<file path="config.mk">
export PLATFORM = sky130hd
export DESIGN_NAME = vector_loop_seq
export DESIGN_NICKNAME = d
export VERILOG_FILES = /design/src/rtl/vls_pkg.sv /design/src/rtl/vls_operand.sv /design/src/rtl/vls_seq.sv /design/src/rtl/vector_loop_seq.sv
export SDC_FILE = /design/constraint.sdc
export NUM_CORES = 1
export LEC_CHECK = 0
export ABC_CLOCK_PERIOD_IN_PS = 3410
export CAP_MARGIN = 10
export CELL_PAD_IN_SITES_DETAIL_PLACEMENT = 1
export CELL_PAD_IN_SITES_GLOBAL_PLACEMENT = 1
export CORE_MARGIN = 5
export CORE_UTILIZATION = 35
export DETAILED_ROUTE_END_ITERATION = 6
export GPL_TIMING_DRIVEN = 0
export MAX_ROUTING_LAYER = met4
export PLACE_DENSITY_LB_ADDON = 0.1
export SLEW_MARGIN = 20
export SYNTH_ARGS = -nofsm -noshare
export SYNTH_HDL_FRONTEND = slang
export SYNTH_SLANG_ARGS = --single-unit
</file>
<file path="constraint.sdc">
create_clock -name clk -period 3.41 [get_ports clk]
set_clock_uncertainty 0.05 [all_clocks]
set_input_delay 0.682 -clock clk [delete_from_list [all_inputs] [get_ports clk]]
set_output_delay 0.682 -clock clk [all_outputs]
set_load 0.01 [all_outputs]
</file>
<file path="src/rtl/vls_pkg.sv">
// Package: shared types for the vector loop sequencer.
// Assumes nothing beyond IEEE 1800-2017 elaboration.
package vls_pkg;

    // Loop controller states
    typedef enum logic [1:0] {
        SQ_IDLE = 2'd0,
        SQ_RUN  = 2'd1,
        SQ_FIN  = 2'd2
    } sq_state_e;

    // Operand slots, in the order used by the top-level arrays
    localparam int NUM_OPS = 3;
    localparam int OP_RD   = 0;
    localparam int OP_RS1  = 1;
    localparam int OP_RS2  = 2;

endpackage

</file>
<file path="src/rtl/vls_operand.sv">
// Module: vls_operand
// One operand lane. It holds the operand's base register, its vector tag and
// its element index. From the offset that an external remapper returns for the
// current index, it forms the register number and flags a number at or above
// NREG.
// Assumes: the offset input is a combinational function of idx_o.
module vls_operand #(
    parameter int IX_W = 4,
    parameter int RN_W = 5,
    parameter int NREG = 32
) (
    input  logic            clk,
    input  logic            rst_n,
    input  logic            load_i,
    input  logic [IX_W-1:0] load_idx_i,
    input  logic            is_vec_i,
    input  logic [RN_W-1:0] base_i,
    input  logic            step_i,
    input  logic [IX_W-1:0] off_i,
    output logic [IX_W-1:0] idx_o,
    output logic [RN_W-1:0] regnum_o,
    output logic            over_o
);
    localparam int SUM_W = ((RN_W > IX_W) ? RN_W : IX_W) + 1;

    logic            vec_q;
    logic [RN_W-1:0] base_q;
    logic [IX_W-1:0] idx_q;
    logic [SUM_W-1:0] sum;

    // Capture the operand at launch and advance a vector index per element
    always_ff @(posedge clk) begin
        if (!rst_n) begin
            vec_q  <= 1'b0;
            base_q <= '0;
            idx_q  <= '0;
        end else if (load_i) begin
            vec_q  <= is_vec_i;
            base_q <= base_i;
            idx_q  <= is_vec_i ? load_idx_i : '0;
        end else if (step_i && vec_q) begin
            idx_q  <= idx_q + 1'b1;
        end
    end

    // Register number and range check for the current remapped offset
    always_comb begin
        sum      = SUM_W'(base_q) + SUM_W'(off_i);
        over_o   = (sum >= SUM_W'(NREG));
        regnum_o = sum[RN_W-1:0];
    end

    assign idx_o = idx_q;

endmodule

</file>
<file path="src/rtl/vls_seq.sv">
// Module: vls_seq
// Element loop controller. It owns the element counter, which doubles as the
// re-entry state. It walks the elements in order, gates issue with the
// predicate, ends early for a scalar destination, halts on a range fault and
// pulses done.
// Assumes: VL_MAX is a power of two, and any_over_i is valid in the same cycle.
module vls_seq
    import vls_pkg::*;
#(
    parameter int VL_MAX = 16,
    parameter int IX_W   = 4,
    parameter int VL_W   = 5
) (
    input  logic              clk,
    input  logic              rst_n,
    input  logic              start_i,
    input  logic              resume_i,
    input  logic [VL_W-1:0]   vl_i,
    input  logic [VL_MAX-1:0] pred_i,
    input  logic              vec_rd_i,
    input  logic              any_over_i,
    output logic              load_o,
    output logic [IX_W-1:0]   load_idx_o,
    output logic              step_o,
    output logic [IX_W-1:0]   elem_o,
    output logic              busy_o,
    output logic              issue_o,
    output logic              done_o,
    output logic              illegal_o
);
    sq_state_e         state_q;
    sq_state_e         state_d;
    logic [IX_W-1:0]   ctr_q;
    logic [IX_W-1:0]   ctr_d;
    logic [VL_W-1:0]   vl_q;
    logic [VL_MAX-1:0] pred_q;
    logic              vrd_q;
    logic              active;
    logic              fault;
    logic              last;

    // Launch and per-element decisions
    always_comb begin
        state_d    = state_q;
        ctr_d      = ctr_q;
        load_o     = 1'b0;
        load_idx_o = start_i ? '0 : ctr_q;
        step_o     = 1'b0;
        active     = 1'b0;
        fault      = 1'b0;
        last       = 1'b0;
        issue_o    = 1'b0;
        illegal_o  = 1'b0;
        done_o     = 1'b0;
        case (state_q)
            SQ_IDLE: begin
                if (start_i || resume_i) begin
                    load_o = 1'b1;
                    ctr_d  = load_idx_o;
                    if (VL_W'(load_idx_o) >= vl_i) state_d = SQ_FIN;
                    else                           state_d = SQ_RUN;
                end
            end
            SQ_RUN: begin
                active    = pred_q[ctr_q];
                fault     = active && any_over_i;
                issue_o   = active && !any_over_i;
                illegal_o = fault;
                last      = ((VL_W'(ctr_q) + VL_W'(1)) == vl_q) || !vrd_q;
                if (fault) begin
                    state_d = SQ_IDLE;
                end else if (last) begin
                    state_d = SQ_FIN;
                end else begin
                    step_o = 1'b1;
                    ctr_d  = ctr_q + 1'b1;
                end
            end
            SQ_FIN: begin
                done_o  = 1'b1;
                state_d = SQ_IDLE;
            end
            default: state_d = SQ_IDLE;
        endcase
    end

    // State, element counter and launch-time copies of the loop controls
    always_ff @(posedge clk) begin
        if (!rst_n) begin
            state_q <= SQ_IDLE;
            ctr_q   <= '0;
            vl_q    <= '0;
            pred_q  <= '0;
            vrd_q   <= 1'b0;
        end else begin
            state_q <= state_d;
            ctr_q   <= ctr_d;
            if (load_o) begin
                vl_q   <= vl_i;
                pred_q <= pred_i;
                vrd_q  <= vec_rd_i;
            end
        end
    end

    assign elem_o = ctr_q;
    assign busy_o = (state_q != SQ_IDLE);

endmodule

</file>
<file path="src/rtl/vector_loop_seq.sv">
// Module: vector_loop_seq (top)
// Sequences one predicated vector operation over a destination and two
// sources. The operand lanes come from a generate loop. Each lane exports its
// element index to an external remapper and receives the offset back.
// Assumes: NREG and VL_MAX are powers of two, and the remappers are
// combinational.
module vector_loop_seq
    import vls_pkg::*;
#(
    parameter int NREG   = 32,
    parameter int VL_MAX = 16,
    localparam int RN_W  = $clog2(NREG),
    localparam int IX_W  = $clog2(VL_MAX),
    localparam int VL_W  = $clog2(VL_MAX + 1)
) (
    input  logic              clk,
    input  logic              rst_n,
    input  logic              start_i,
    input  logic              resume_i,
    input  logic [RN_W-1:0]   base_rd_i,
    input  logic [RN_W-1:0]   base_rs1_i,
    input  logic [RN_W-1:0]   base_rs2_i,
    input  logic [VL_W-1:0]   vl_i,
    input  logic [VL_MAX-1:0] pred_i,
    input  logic              vec_rd_i,
    input  logic              vec_rs1_i,
    input  logic              vec_rs2_i,
    input  logic [IX_W-1:0]   rd_off_i,
    input  logic [IX_W-1:0]   rs1_off_i,
    input  logic [IX_W-1:0]   rs2_off_i,
    output logic [IX_W-1:0]   rd_idx_o,
    output logic [IX_W-1:0]   rs1_idx_o,
    output logic [IX_W-1:0]   rs2_idx_o,
    output logic [IX_W-1:0]   elem_state_o,
    output logic              busy_o,
    output logic              issue_o,
    output logic [RN_W-1:0]   iss_rd_o,
    output logic [RN_W-1:0]   iss_rs1_o,
    output logic [RN_W-1:0]   iss_rs2_o,
    output logic              done_o,
    output logic              illegal_o
);
    logic [RN_W-1:0] base_a [NUM_OPS];
    logic            vec_a  [NUM_OPS];
    logic [IX_W-1:0] off_a  [NUM_OPS];
    logic [IX_W-1:0] idx_a  [NUM_OPS];
    logic [RN_W-1:0] reg_a  [NUM_OPS];
    logic [NUM_OPS-1:0] over_v;
    logic            load;
    logic [IX_W-1:0] load_idx;
    logic            step;

    // Gather the per-operand ports into lane arrays
    always_comb begin
        base_a[OP_RD]  = base_rd_i;
        base_a[OP_RS1] = base_rs1_i;
        base_a[OP_RS2] = base_rs2_i;
        vec_a[OP_RD]   = vec_rd_i;
        vec_a[OP_RS1]  = vec_rs1_i;
        vec_a[OP_RS2]  = vec_rs2_i;
        off_a[OP_RD]   = rd_off_i;
        off_a[OP_RS1]  = rs1_off_i;
        off_a[OP_RS2]  = rs2_off_i;
    end

    vls_seq #(
        .VL_MAX (VL_MAX),
        .IX_W   (IX_W),
        .VL_W   (VL_W)
    ) u_seq (
        .clk        (clk),
        .rst_n      (rst_n),
        .start_i    (start_i),
        .resume_i   (resume_i),
        .vl_i       (vl_i),
        .pred_i     (pred_i),
        .vec_rd_i   (vec_rd_i),
        .any_over_i (|over_v),
        .load_o     (load),
        .load_idx_o (load_idx),
        .step_o     (step),
        .elem_o     (elem_state_o),
        .busy_o     (busy_o),
        .issue_o    (issue_o),
        .done_o     (done_o),
        .illegal_o  (illegal_o)
    );

    for (genvar g = 0; g < NUM_OPS; g++) begin : g_op
        vls_operand #(
            .IX_W (IX_W),
            .RN_W (RN_W),
            .NREG (NREG)
        ) u_op (
            .clk        (clk),
            .rst_n      (rst_n),
            .load_i     (load),
            .load_idx_i (load_idx),
            .is_vec_i   (vec_a[g]),
            .base_i     (base_a[g]),
            .step_i     (step),
            .off_i      (off_a[g]),
            .idx_o      (idx_a[g]),
            .regnum_o   (reg_a[g]),
            .over_o     (over_v[g])
        );
    end

    assign rd_idx_o  = idx_a[OP_RD];
    assign rs1_idx_o = idx_a[OP_RS1];
    assign rs2_idx_o = idx_a[OP_RS2];
    assign iss_rd_o  = reg_a[OP_RD];
    assign iss_rs1_o = reg_a[OP_RS1];
    assign iss_rs2_o = reg_a[OP_RS2];

endmodule

</file>
==> impl_metrics.csv <==
group,metric,value,unit
drt,drcViolationCount,0,
pwr,power.density,428,nW/um2
timing,max_freq,303,MHz
worst_setup_path,worstReg2RegEnd,"g_op[0].u_op.idx_o[0]",
logic_synthesis,syn_nets,486,
layout,fin_nets,585,
clock_tree,clock_sinks,57,
timing,worst_pin_slew,593,ps
logic_synthesis,synthesis.area,3280,um2
drt,drt_iter0_markers,106,
worst_setup_path,critical_path.n_buffers_inverters,2,
floorplanning,die-width,107,um
clock_tree,cts_tree,"done",
timing,finalMaxSlewViolations,0,
pwr,ir_worst_vdd,0.182,mV
logic_synthesis,synth_seq_area_share,34.7,%
clock_tree,root_buffer,"clkbuf_8",
worst_setup_path,endpoint_kind,"output port",
floorplanning,core_area,9200,um2
hold_path,min-delay-start,"u_seq.pred_q[8]",
global_routing,track_usage,18.9,%
run,max_cap_viol_count,0,
global_routing,grt_max_degree,18,
global_routing,antenna_found_initial,0,
drt,avgRoutedWirePerCell,16.5,um
drt,dr_wl_met3,385,um
worst_setup_path,worstPathCellList,"clkdlybuf4s50_1 -> ha_1 -> a21o_1 -> a211oi_2 -> a2bb2oi_2 -> and4_1 -> dlygate4sd2_1",
worst_setup_path,reg2reg_slack,510,ps
timing,period_needed,3300,ps
drt,dr.pass1.iters,4,
clock_tree,clkLatencyLatePin,330,ps
floorplanning,start_util,35.7,%
worst_setup_path,critPathSlowestCell,"clkdlybuf4s50_1",
logic_synthesis,synthArstFlopShare,0,%
logic_synthesis,synth-seq-cells,57,
clock_tree,cts_setup_buffers,0,
worst_setup_path,cp-start-kind,"primary input",
placement,gp_congestion,0.853,
global_routing,overflow,0,
hold_path,min_path_type,"reg -> reg",
logic_synthesis,synthTopCellsByArea,"dfxtp_1 35%, nand2_1 12%, a21oi_1 8.5%",
worst_setup_path,critPathRequiredTime,2680,ps
worst_setup_path,cpPeakStageDelay,430,ps
placement,place_area,4310,um2
global_routing,grt_pass1_vias,3400,
drt,wl,10.2,mm
drt,vias,3230,
drt,drt.antenna.violating_nets,0,
logic_synthesis,yosys.area.top_type_share,34.7,%
global_routing,grt_pass1_wl,16.8,mm
drt,top_layer,"met4",
clock_tree,clk_pin_slew,60,ps
timing,hold_violations,0,
floorplanning,fp.dieH,107,um
floorplanning,die_area,11400,um2
layout,drive_gt1_share,6.27,%
logic_synthesis,synth-main-ff-cell,"dfxtp_1",
pwr,leakagePower,1.83,nW
worst_setup_path,cp_max_fo,3,
layout,areaGrowthSynthToFinish,36.7,%
clock_tree,htreeDepth,3,
worst_setup_path,path_delay_family,"buffers and inverters",
status,status,"completed",
worst_setup_path,path_class,"in -> out",
logic_synthesis,synth_cell_types,45,
worst_setup_path,rr_startpoint,"u_seq.elem_o[1]",
timing,slew_headroom,60.5,%
placement,io_buffers,89,
drt,wl_met1,4.74,mm
logic_synthesis,synth.avg_cell_area,8.05,um2
worst_setup_path,worstPathArrival,2570,ps
layout,final_area,4490,um2
floorplanning,num_io_pins,90,
drt,wl_met2,4.96,mm
pwr,power.total,1.92,mW
layout,diodes,0,
clock_tree,clockBufferDepth,2,
clock_tree,cts_made_buffers,9,
clock_tree,hold_buffers,0,
worst_setup_path,rr_worst_depth,9,
drt,via_per_inst,5.20,
floorplanning,fp-row-count,35,
logic_synthesis,syn_inst,408,
logic_synthesis,yosysWarnings,0,
layout,final_util,48.8,%
logic_synthesis,synth_top_area_cell,"dfxtp_1",
timing,rsz0062_at_grt,"no",
placement,hpwl,7.86,mm
timing,finalSetupViolCount,0,
logic_synthesis,synth_edf_count,0,
hold_path,hold_depth,2,
timing,final.period_utilization,96.9,%
hold_path,whs_endpoint,"u_seq.pred_q[8]",
## report_power, final
part           switching (mW)  internal [mW]  total (mW)  leakage (nW)
sequential             0.0504          0.726       0.777         0.468
combinational           0.309          0.286       0.595          1.28
clock                   0.253          0.297       0.550        0.0826
total                   0.613           1.31        1.92          1.83
## layer usage
layer  vias to the layer above  global-route usage [%]
li1                       1599                       -
met1                      1540                    22.8
met2                        80                    32.0
met3                        11                    3.37
met4                         0                    6.21
met5                         -                       -
## registers in the layout, summed over array words and instances, names as in the netlist
| signal | cells |
|---|---|
| g_op.u_op.vec_q | 2 |
| g_op.u_op.base_q | 15 |
| u_seq.vl_q | 5 |
| u_seq.state_q | 2 |
| u_seq.elem_o | 4 |
| u_seq.pred_q | 16 |
| u_seq.vrd_q | 1 |
| g_op.u_op.idx_o | 12 |
## Yosys cell counts (2+ instances only)
master	count
mux4_2	5
mux2i_1	6
o21ai_0	5
a211oi_1	5
ha_1	20
nor3_1	3
a21oi_1	56
and3_1	4
a32o_1	2
nand4_1	8
dfxtp_1	57
nor2_1	11
a311oi_1	2
buf_6	3
nand2b_1	4
a21boi_1	2
nor2b_1	8
inv_1	19
a21o_1	6
clkbuf_1	15
o311ai_1	4
xnor2_1	11
buf_1	5
nand2_1	103
nand3_1	14
o21ai_1	3
fa_1	3
xor2_1	6
a31oi_2	2
## cells by family (layout without fill, tap and decap cells)
group / after synthesis / count (layout) / synth area share, %
AND/OR/NAND/NOR: 160 / 160 / 21.5
AO/OA/AOI/OAI: 95 / 95 / 18.1
flip-flops: 57 / 57 / 34.7
buffers and inverters: 44 / 146 / 5.75
adder cells (fa/ha/maj): 23 / 23 / 9.45
XOR/XNOR: 18 / 18 / 5.22
multiplexers: 11 / 11 / 5.26
## through the flow
step	setup WS, ps	cells	setup TNS, ps	hold slack [ps]
CTS	4.77	621	0	405
floorplan	620	408	0	383
detailed placement	-537	608	-1090	397
finish	107	621	0	404
global route	31.0	621	0	435
global placement	-493	608	-919	392
## area by class of cell
class                           count  area (um2)
Fill cell                        1118        4710
Clock buffer                       14         163
Inverter                           20        75.1
Timing Repair Buffer               89         881
Tap cell                          111         139
Buffer                             23         113
Sequential cell                    57        1140
Multi-Input combinational cell    307        1980
## worst min-delay path, cell delays in order, from the launching register on
cell     delay (ps)
dfxtp_1         310
nand2_1          50
a21oi_1          50
## worst max path at each step
stage | start | end | slack (ps) | cells past startpoint
global placement | rs1_off_i[1] | illegal_o | -490 | 10
finish | rd_off_i[1] | issue_o | 110 | 7
detailed placement | rd_off_i[1] | illegal_o | -540 | 10
global route | rs1_off_i[3] | illegal_o | 30 | 9
CTS | rs1_off_i[1] | illegal_o | 5 | 9
floorplan | rd_off_i[1] | illegal_o | 620 | 8
## cell usage in the layout (no fill, tap or decap), types with 2 or more instances in the layout
| cell type | synthesis | routed |
|---|---|---|
| fa_1 | 3 | 3 |
| clkbuf_8 | 0 | 11 |
| clkdlybuf4s50_1 | 0 | 84 |
| nor2_1 | 11 | 11 |
| o21ai_1 | 3 | 3 |
| ha_1 | 20 | 20 |
| buf_1 | 5 | 5 |
| dlygate4sd2_1 | 0 | 4 |
| nand2_1 | 103 | 103 |
| nor3_1 | 3 | 3 |
| o21ai_0 | 5 | 4 |
| nand3_1 | 14 | 14 |
| inv_1 | 19 | 19 |
| dfxtp_1 | 57 | 57 |
| mux4_2 | 5 | 5 |
| a21oi_1 | 56 | 55 |
| xnor2_1 | 11 | 11 |
| nand4_1 | 8 | 8 |
| a311oi_1 | 2 | 2 |
| clkbuf_2 | 0 | 2 |
| xor2_1 | 6 | 6 |
| mux2i_1 | 6 | 6 |
| a32o_1 | 2 | 2 |
| a21o_1 | 6 | 6 |
| nor2b_1 | 8 | 8 |
| a211oi_1 | 5 | 4 |
| a21boi_1 | 2 | 2 |
| nand2b_1 | 4 | 4 |
| clkbuf_1 | 15 | 17 |
| and3_1 | 4 | 4 |
| o311ai_1 | 4 | 4 |
| a31oi_2 | 2 | 2 |
## what timing repair did
| item | 4_1_cts | 5_1_grt |
|---|---|---|
| resized for setup | 13 | 3 |
| pin swaps | 3 | 0 |
| setup endpoints to repair | 5 | 1 |
(Power assumes the default switching activity.)
